`src/rtl/trimode_rf_pkg.sv`:
```
package trimode_rf_pkg;
  localparam int unsigned DEPTH  = 64;
  localparam int unsigned DATA_W = 16;
  localparam int unsigned CTRL_W = 4;
  localparam int unsigned ADDR_W = $clog2(DEPTH);
  localparam int unsigned WORD_W = DATA_W + CTRL_W;
  localparam int unsigned CNT_W  = ADDR_W + 1;

  typedef enum logic [1:0] {
    MODE_RAM  = 2'd0,
    MODE_FIFO = 2'd1,
    MODE_SEQ  = 2'd2,
    MODE_RSV  = 2'd3
  } rfMode_e;

  typedef struct packed {
    logic              memWe;
    logic [ADDR_W-1:0] memWaddr;
    logic [WORD_W-1:0] memWdata;
    logic              memRe;
    logic [ADDR_W-1:0] memRaddr;
  } rfStrobe_t;
endpackage

```
`src/rtl/trimode_rf_ctrl.sv`:
```
module trimode_rf_ctrl
  import trimode_rf_pkg::*;
(
  input  logic              clk,
  input  logic              rstN,
  input  logic [1:0]        mode,
  input  logic              initEn,
  input  logic [ADDR_W-1:0] initAddr,
  input  logic [WORD_W-1:0] initData,
  input  logic              wrEn,
  input  logic [ADDR_W-1:0] wrAddr,
  input  logic [WORD_W-1:0] wrData,
  input  logic              rdEn,
  input  logic [ADDR_W-1:0] rdAddr,
  input  logic [ADDR_W-1:0] seqStart,
  input  logic [ADDR_W-1:0] seqEnd,
  output rfStrobe_t         strb,
  output logic [CNT_W-1:0]  count,
  output logic              full,
  output logic              empty
);
  localparam logic [CNT_W-1:0] FULL_CNT = CNT_W'(DEPTH);

  logic [1:0]        modeQ;
  logic              modeChange;
  rfMode_e           modeEff;
  logic [ADDR_W-1:0] rdPtrQ, wrPtrQ, seqPtrQ;
  logic [CNT_W-1:0]  cntQ;
  logic [ADDR_W-1:0] rdPtr, wrPtr, seqPtr;
  logic [CNT_W-1:0]  cnt;
  logic [ADDR_W-1:0] rdPtrNext, wrPtrNext, seqPtrNext;
  logic [CNT_W-1:0]  cntNext;
  logic              doRd, doWr;

  assign modeChange = (mode != modeQ);

  always_comb begin
    case (mode)
      2'd1:    modeEff = MODE_FIFO;
      2'd2:    modeEff = MODE_SEQ;
      default: modeEff = MODE_RAM;
    endcase
  end

  // Fresh pointers apply in the same cycle as a mode change
  assign rdPtr  = modeChange ? '0 : rdPtrQ;
  assign wrPtr  = modeChange ? '0 : wrPtrQ;
  assign seqPtr = modeChange ? seqStart : seqPtrQ;
  assign cnt    = modeChange ? '0 : cntQ;

  always_comb begin
    strb       = '0;
    rdPtrNext  = rdPtr;
    wrPtrNext  = wrPtr;
    seqPtrNext = seqPtr;
    cntNext    = cnt;
    doRd       = 1'b0;
    doWr       = 1'b0;
    if (initEn) begin
      strb.memWe    = 1'b1;
      strb.memWaddr = initAddr;
      strb.memWdata = initData;
    end else begin
      case (modeEff)
        MODE_FIFO: begin
          doRd          = rdEn && (cnt != '0);
          doWr          = wrEn && ((cnt != FULL_CNT) || doRd);
          strb.memRe    = doRd;
          strb.memRaddr = rdPtr;
          strb.memWe    = doWr;
          strb.memWaddr = wrPtr;
          strb.memWdata = wrData;
          if (doRd) rdPtrNext = rdPtr + 1'b1;
          if (doWr) wrPtrNext = wrPtr + 1'b1;
          cntNext = cnt + CNT_W'(doWr) - CNT_W'(doRd);
        end
        MODE_SEQ: begin
          strb.memRe    = rdEn;
          strb.memRaddr = seqPtr;
          strb.memWe    = wrEn;
          strb.memWaddr = wrAddr;
          strb.memWdata = wrData;
          if (rdEn) seqPtrNext = (seqPtr == seqEnd) ? seqStart : seqPtr + 1'b1;
        end
        default: begin
          strb.memRe    = rdEn;
          strb.memRaddr = rdAddr;
          strb.memWe    = wrEn;
          strb.memWaddr = wrAddr;
          strb.memWdata = wrData;
        end
      endcase
    end
  end

  always_ff @(posedge clk) begin
    if (!rstN) begin
      modeQ   <= MODE_RAM;
      rdPtrQ  <= '0;
      wrPtrQ  <= '0;
      seqPtrQ <= '0;
      cntQ    <= '0;
    end else begin
      modeQ   <= mode;
      rdPtrQ  <= rdPtrNext;
      wrPtrQ  <= wrPtrNext;
      seqPtrQ <= seqPtrNext;
      cntQ    <= cntNext;
    end
  end

  assign count = cntQ;
  assign full  = (cntQ == FULL_CNT);
  assign empty = (cntQ == '0);

  logic fifoOp;
  assign fifoOp = (modeEff == MODE_FIFO) && !initEn && !modeChange;

  p_full_empty_excl_r4: assert property (@(posedge clk) disable iff (!rstN)
    !(full && empty));

  p_count_bound_r4: assert property (@(posedge clk) disable iff (!rstN)
    count <= FULL_CNT);

  p_ptr_count_r4: assert property (@(posedge clk) disable iff (!rstN)
    (modeQ == MODE_FIFO) |-> (wrPtrQ == ADDR_W'(rdPtrQ + count[ADDR_W-1:0])));

  p_no_overflow_r5: assert property (@(posedge clk) disable iff (!rstN)
    (fifoOp && full && wrEn && !rdEn) |=> (full && $stable(wrPtrQ)));

  p_no_underflow_r5: assert property (@(posedge clk) disable iff (!rstN)
    (fifoOp && empty && rdEn) |-> !strb.memRe);

  p_full_swap_r6: assert property (@(posedge clk) disable iff (!rstN)
    (fifoOp && full && wrEn && rdEn) |=> full);

  p_seq_wrap_r7: assert property (@(posedge clk) disable iff (!rstN)
    ((modeEff == MODE_SEQ) && !initEn && !modeChange && rdEn && (seqPtrQ == seqEnd))
      |=> (seqPtrQ == $past(seqStart)));
endmodule

```
`src/rtl/trimode_rf_data.sv`:
```
module trimode_rf_data
  import trimode_rf_pkg::*;
(
  input  logic              clk,
  input  logic              rstN,
  input  rfStrobe_t         strb,
  output logic [WORD_W-1:0] rdData,
  output logic              rdValid
);
  logic [WORD_W-1:0] mem [DEPTH];

  // Read samples the array before this cycle's write lands
  always_ff @(posedge clk) begin
    if (strb.memWe) mem[strb.memWaddr] <= strb.memWdata;
  end

  always_ff @(posedge clk) begin
    if (!rstN) begin
      rdData  <= '0;
      rdValid <= 1'b0;
    end else begin
      rdValid <= strb.memRe;
      if (strb.memRe) rdData <= mem[strb.memRaddr];
    end
  end

  p_valid_pulse_r2: assert property (@(posedge clk) disable iff (!rstN)
    (rdValid && !strb.memRe) |=> !rdValid);
endmodule

```
`src/rtl/trimode_rf.sv`:
```
module trimode_rf
  import trimode_rf_pkg::*;
(
  input  logic              clk,
  input  logic              rstN,
  input  logic [1:0]        mode,
  input  logic              initEn,
  input  logic [ADDR_W-1:0] initAddr,
  input  logic [WORD_W-1:0] initData,
  input  logic              wrEn,
  input  logic [ADDR_W-1:0] wrAddr,
  input  logic [WORD_W-1:0] wrData,
  input  logic              rdEn,
  input  logic [ADDR_W-1:0] rdAddr,
  input  logic [ADDR_W-1:0] seqStart,
  input  logic [ADDR_W-1:0] seqEnd,
  output logic [WORD_W-1:0] rdData,
  output logic              rdValid,
  output logic [CNT_W-1:0]  count,
  output logic              full,
  output logic              empty
);
  rfStrobe_t strb;

  trimode_rf_ctrl u_ctrl (
    .clk(clk), .rstN(rstN), .mode(mode),
    .initEn(initEn), .initAddr(initAddr), .initData(initData),
    .wrEn(wrEn), .wrAddr(wrAddr), .wrData(wrData),
    .rdEn(rdEn), .rdAddr(rdAddr),
    .seqStart(seqStart), .seqEnd(seqEnd),
    .strb(strb), .count(count), .full(full), .empty(empty)
  );

  trimode_rf_data u_data (
    .clk(clk), .rstN(rstN), .strb(strb),
    .rdData(rdData), .rdValid(rdValid)
  );
endmodule

```
`config.mk`:
```
export PLATFORM = sky130hd
export DESIGN_NAME = trimode_rf
export DESIGN_NICKNAME = d
export VERILOG_FILES = /design/src/rtl/trimode_rf_pkg.sv /design/src/rtl/trimode_rf_ctrl.sv /design/src/rtl/trimode_rf_data.sv /design/src/rtl/trimode_rf.sv
export SDC_FILE = /design/constraint.sdc
export NUM_CORES = 2
export LEC_CHECK = 0
export ABC_AREA = 1
export BUFFER_PORTS_ARGS = -buffer_cell sky130_fd_sc_hd__buf_2
export CAP_MARGIN = 0
export CORE_MARGIN = 10
export CORE_UTILIZATION = 51
export DETAILED_ROUTE_END_ITERATION = 6
export PLACE_DENSITY = 0.67
export SLEW_MARGIN = 10
export SYNTH_ARGS = -nofsm -noshare
export SYNTH_HDL_FRONTEND = slang
export SYNTH_SLANG_ARGS = --single-unit
```
`constraint.sdc`:
```
create_clock -name clk -period 12.9 [get_ports clk]
set_clock_uncertainty 0.2 [all_clocks]
set_input_delay 3.87 -clock clk [delete_from_list [all_inputs] [get_ports clk]]
set_output_delay 3.87 -clock clk [all_outputs]
set_load 0.02 [all_outputs]
```
==> results.py <==
metrics = {
    "outcome": {
        "status": "finished clean",
    },
    "cts": {
        "cts_hold_buf": 0,
        "cts_made_buffers": 139,
        "h-tree-depth": 4,
        "cts_tree": "built",
        "cts_setup_buffers": 0,
        "cts_buffer_depth": 3,
        "clkLatencyLatePin_ps": 750,
        "cts_root_buffer": "clkbuf_16",
        "postCtsResizedCells": 0,
        "clkTransAtPathRegs_ps": 60,
        "clkSinkCount": 1328,
    },
    "setup_path": {
        "path_max_fanout": 206,
        "crit_type": "in2reg",
        "end_kind": "flop",
        "start_kind": "input pin",
        "worstPathArrival_ps": 9150,
        "critical_path_required_ps": 13330,
    },
    "route": {
        "wl_per_cell_um": 22.8,
        "wirelength_um": 167000,
        "first_pass_iters": 6,
        "postRouteAntennaNets": 0,
        "drc_errors": 0,
        "vias": 41972,
        "drt_iter0_markers": 5719,
        "via_per_inst": 5.75,
    },
    "global_routing": {
        "grt_antenna_before_repair": 13,
        "overflow": 0,
        "grt_use_met1_pct": 33.9,
        "grt_pass1_vias": 39826,
        "grt_pass1_wl_um": 249000,
        "busiest_layer": "met2",
        "grt_max_degree": 207,
        "met2_usage_pct": 39.6,
        "gr-usage-all-layers_pct": 24.9,
        "grt_use_met3_pct": 4.19,
    },
    "final_layout": {
        "fin_area_mm2": 0.0655,
        "drive_gt1_share_pct": 8.24,
        "nNetsFinal": 5759,
        "area.growth.synth_to_final_pct": 10.5,
    },
    "synthesis": {
        "synthFlopType": "edfxtp_1",
        "synth_area_mm2": 0.0593,
        "synth_cell_types": 37,
        "syn_area_per_cell_um2": 10.4,
        "yosysTopAreaCell": "edfxtp_1",
        "yosysMostFrequentCell": "nand3_1",
        "ys_top_cells_by_count": "nand3_1, edfxtp_1, nand2_1",
        "postSynth.asyncResetShare_pct": 0,
        "synth_area_leaders": "edfxtp_1, nand3_1, nand2_1, inv_1, nand3b_1",
        "syn_inst": 5697,
        "syn-num-nets": 5788,
        "yosysWarnings": 0,
        "synth_edf_count": 1280,
        "synth-seq-cells": 1328,
        "yosys.area.top_type_share_pct": 64.8,
        "ys_seq_area_share_pct": 66.4,
    },
    "power_and_ir_drop": {
        "p_sw_share_pct": 24.9,
        "comb_power_share_pct": 9.8,
        "switchingPower_uw": 2420,
        "leakagePower_uw": 0.0264,
        "irDropWorstVdd_v": 0.000134,
        "p_int_uw": 7300,
        "pwr-share-seq_pct": 50.0,
        "power.density_mw_per_mm2": 148,
        "pwr-share-clk_pct": 40.2,
    },
    "floorplanning": {
        "start_util_pct": 51.2,
        "num_rows": 125,
        "ios": 107,
        "die_x_um": 361,
        "die_area_mm2": 0.130,
        "core_area_mm2": 0.116,
        "die_y_um": 361,
    },
    "flow_run": {
        "maxCapViolations": 0,
    },
    "placed_design": {
        "hpwlAfterDp_um": 85900,
        "dpl_cell_area_mm2": 0.0611,
        "port_buffers": 106,
        "dp_slack_ps": 3490,
        "gp_congestion": 0.876,
    },
    "sta": {
        "slew_headroom_pct": 21.4,
        "period_share_pct": 67.6,
        "tns_ps": 0,
        "tightest_slew_ps": 1170,
        "grt_setup_unrepaired": "no",
        "drv_slew": 0,
        "finalHoldViolCount": 0,
        "fmax_mhz": 115,
        "setup_viol": 0,
        "setup_ws_ps": 4180,
        "finalCriticalPeriod_ps": 8720,
    },
    "hold_path": {
        "min_path_type": "reg2reg",
    },
}
-- through the flow --
stage	instances	util (%)	power [µW]	hold slack, ps
CTS	7301	56.5	9750	284
detailed placement	7051	52.7	5890	280
finish	7304	56.5	9730	292
global placement	7051	52.7	5880	274
global route	7301	56.5	10000	320
floorplan	5697	-	5540	255
-- final timing paths --
check	depth (start not counted)	to	slack (ps)	startpoint
setup / recovery	17	u_data.rdData[10]$_SDFFE_PN0P_	4180	mode[0]
hold reg to reg	2	u_ctrl.rdPtrQ[5]$_SDFF_PN0_	290	u_ctrl.rdPtrQ[4]$_SDFF_PN0_
hold / removal	2	u_ctrl.rdPtrQ[5]$_SDFF_PN0_	290	u_ctrl.rdPtrQ[4]$_SDFF_PN0_
setup reg to reg	16	u_data.rdData[10]$_SDFFE_PN0P_	7080	u_ctrl.modeQ[0]$_SDFF_PN0_
-- critical path: stages --
cell and delay (ps):
buf_2 140, xnor2_2 320, nand2_2 370, nand2_2 150, nand3_2 530, nand2_8 700, buf_12 670, buf_4 800
nand3b_1 150, nand3_1 120, nand3_1 140, nand3_1 110, nand3_1 220, nand3_1 380, nand3_1 170, nand2_1 90
inv_1 40
-- state kept, by name, indices dropped and copies added, names as in the netlist --
name            flops
u_data.mem       1280
u_data.rdData      20
u_ctrl.count        7
u_ctrl.rdPtrQ       6
u_ctrl.seqPtrQ      6
u_ctrl.wrPtrQ       6
u_ctrl.modeQ        2
u_data.rdValid      1
-- cell type report --
type                       count  area, µm²
sequential                  1328      39400
clock buffer                 192       3970
multi-input combinational   3151      15300
inverter                     854       3220
fill                        9616      50400
tap                         1524       1910
timing repair buffer         194       1320
antenna                        3       7.51
clock inverter                58        442
-- per-layer routing --
| layer | vias to the layer above | routed length (µm) |
|---|---|---|
| li1 | 19199 | - |
| met1 | 20169 | 66600 |
| met2 | 2248 | 77300 |
| met3 | 354 | 16500 |
| met4 | 2 | 6130 |
| met5 | - | 13 |
-- kinds of logic (layout without fill, tap and decap cells) --
kind of cell	after synthesis	after routing	synth area share, %
and+or+nand+nor	2994	2994	23.6
DFF	1328	1328	66.4
buffers and inverters	1218	1298	8.34
AOI/OAI and AO/OA	134	134	1.20
adders and majority gates	14	14	0.308
xor gates and xnor gates	9	9	0.146
other	0	3	0
-- power groups by stage --
stage	clock [µW]	combinational [µW]	sequential (µW)
after global routing	4120	1030	4870
final	3910	952	4860
after detailed placement	0	936	4950
after CTS	3950	940	4860
after global placement	0	926	4950
after floorplan	0	589	4950
-- cells in the final DEF, fill, tap and decap left out, drive strengths merged --
master / instances
buf: 194
clkinv: 45
nand3: 1495
or3: 1
o21a: 1
a211oi: 1
a31oi: 2
o21bai: 1
o21ai: 85
xor2: 6
ha: 13
edfxtp: 1280
or2: 4
fa: 1
xnor2: 3
nand4: 5
o221ai: 2
dfxtp: 48
o211ai: 6
bufinv: 5
clkbuf: 192
inv: 858
nand3b: 221
clkinvlp: 4
and2: 1
a21oi: 36
nor2: 201
nand2: 1060
nor3: 6
diode: 3
Power figures use the tool's default switching activity.
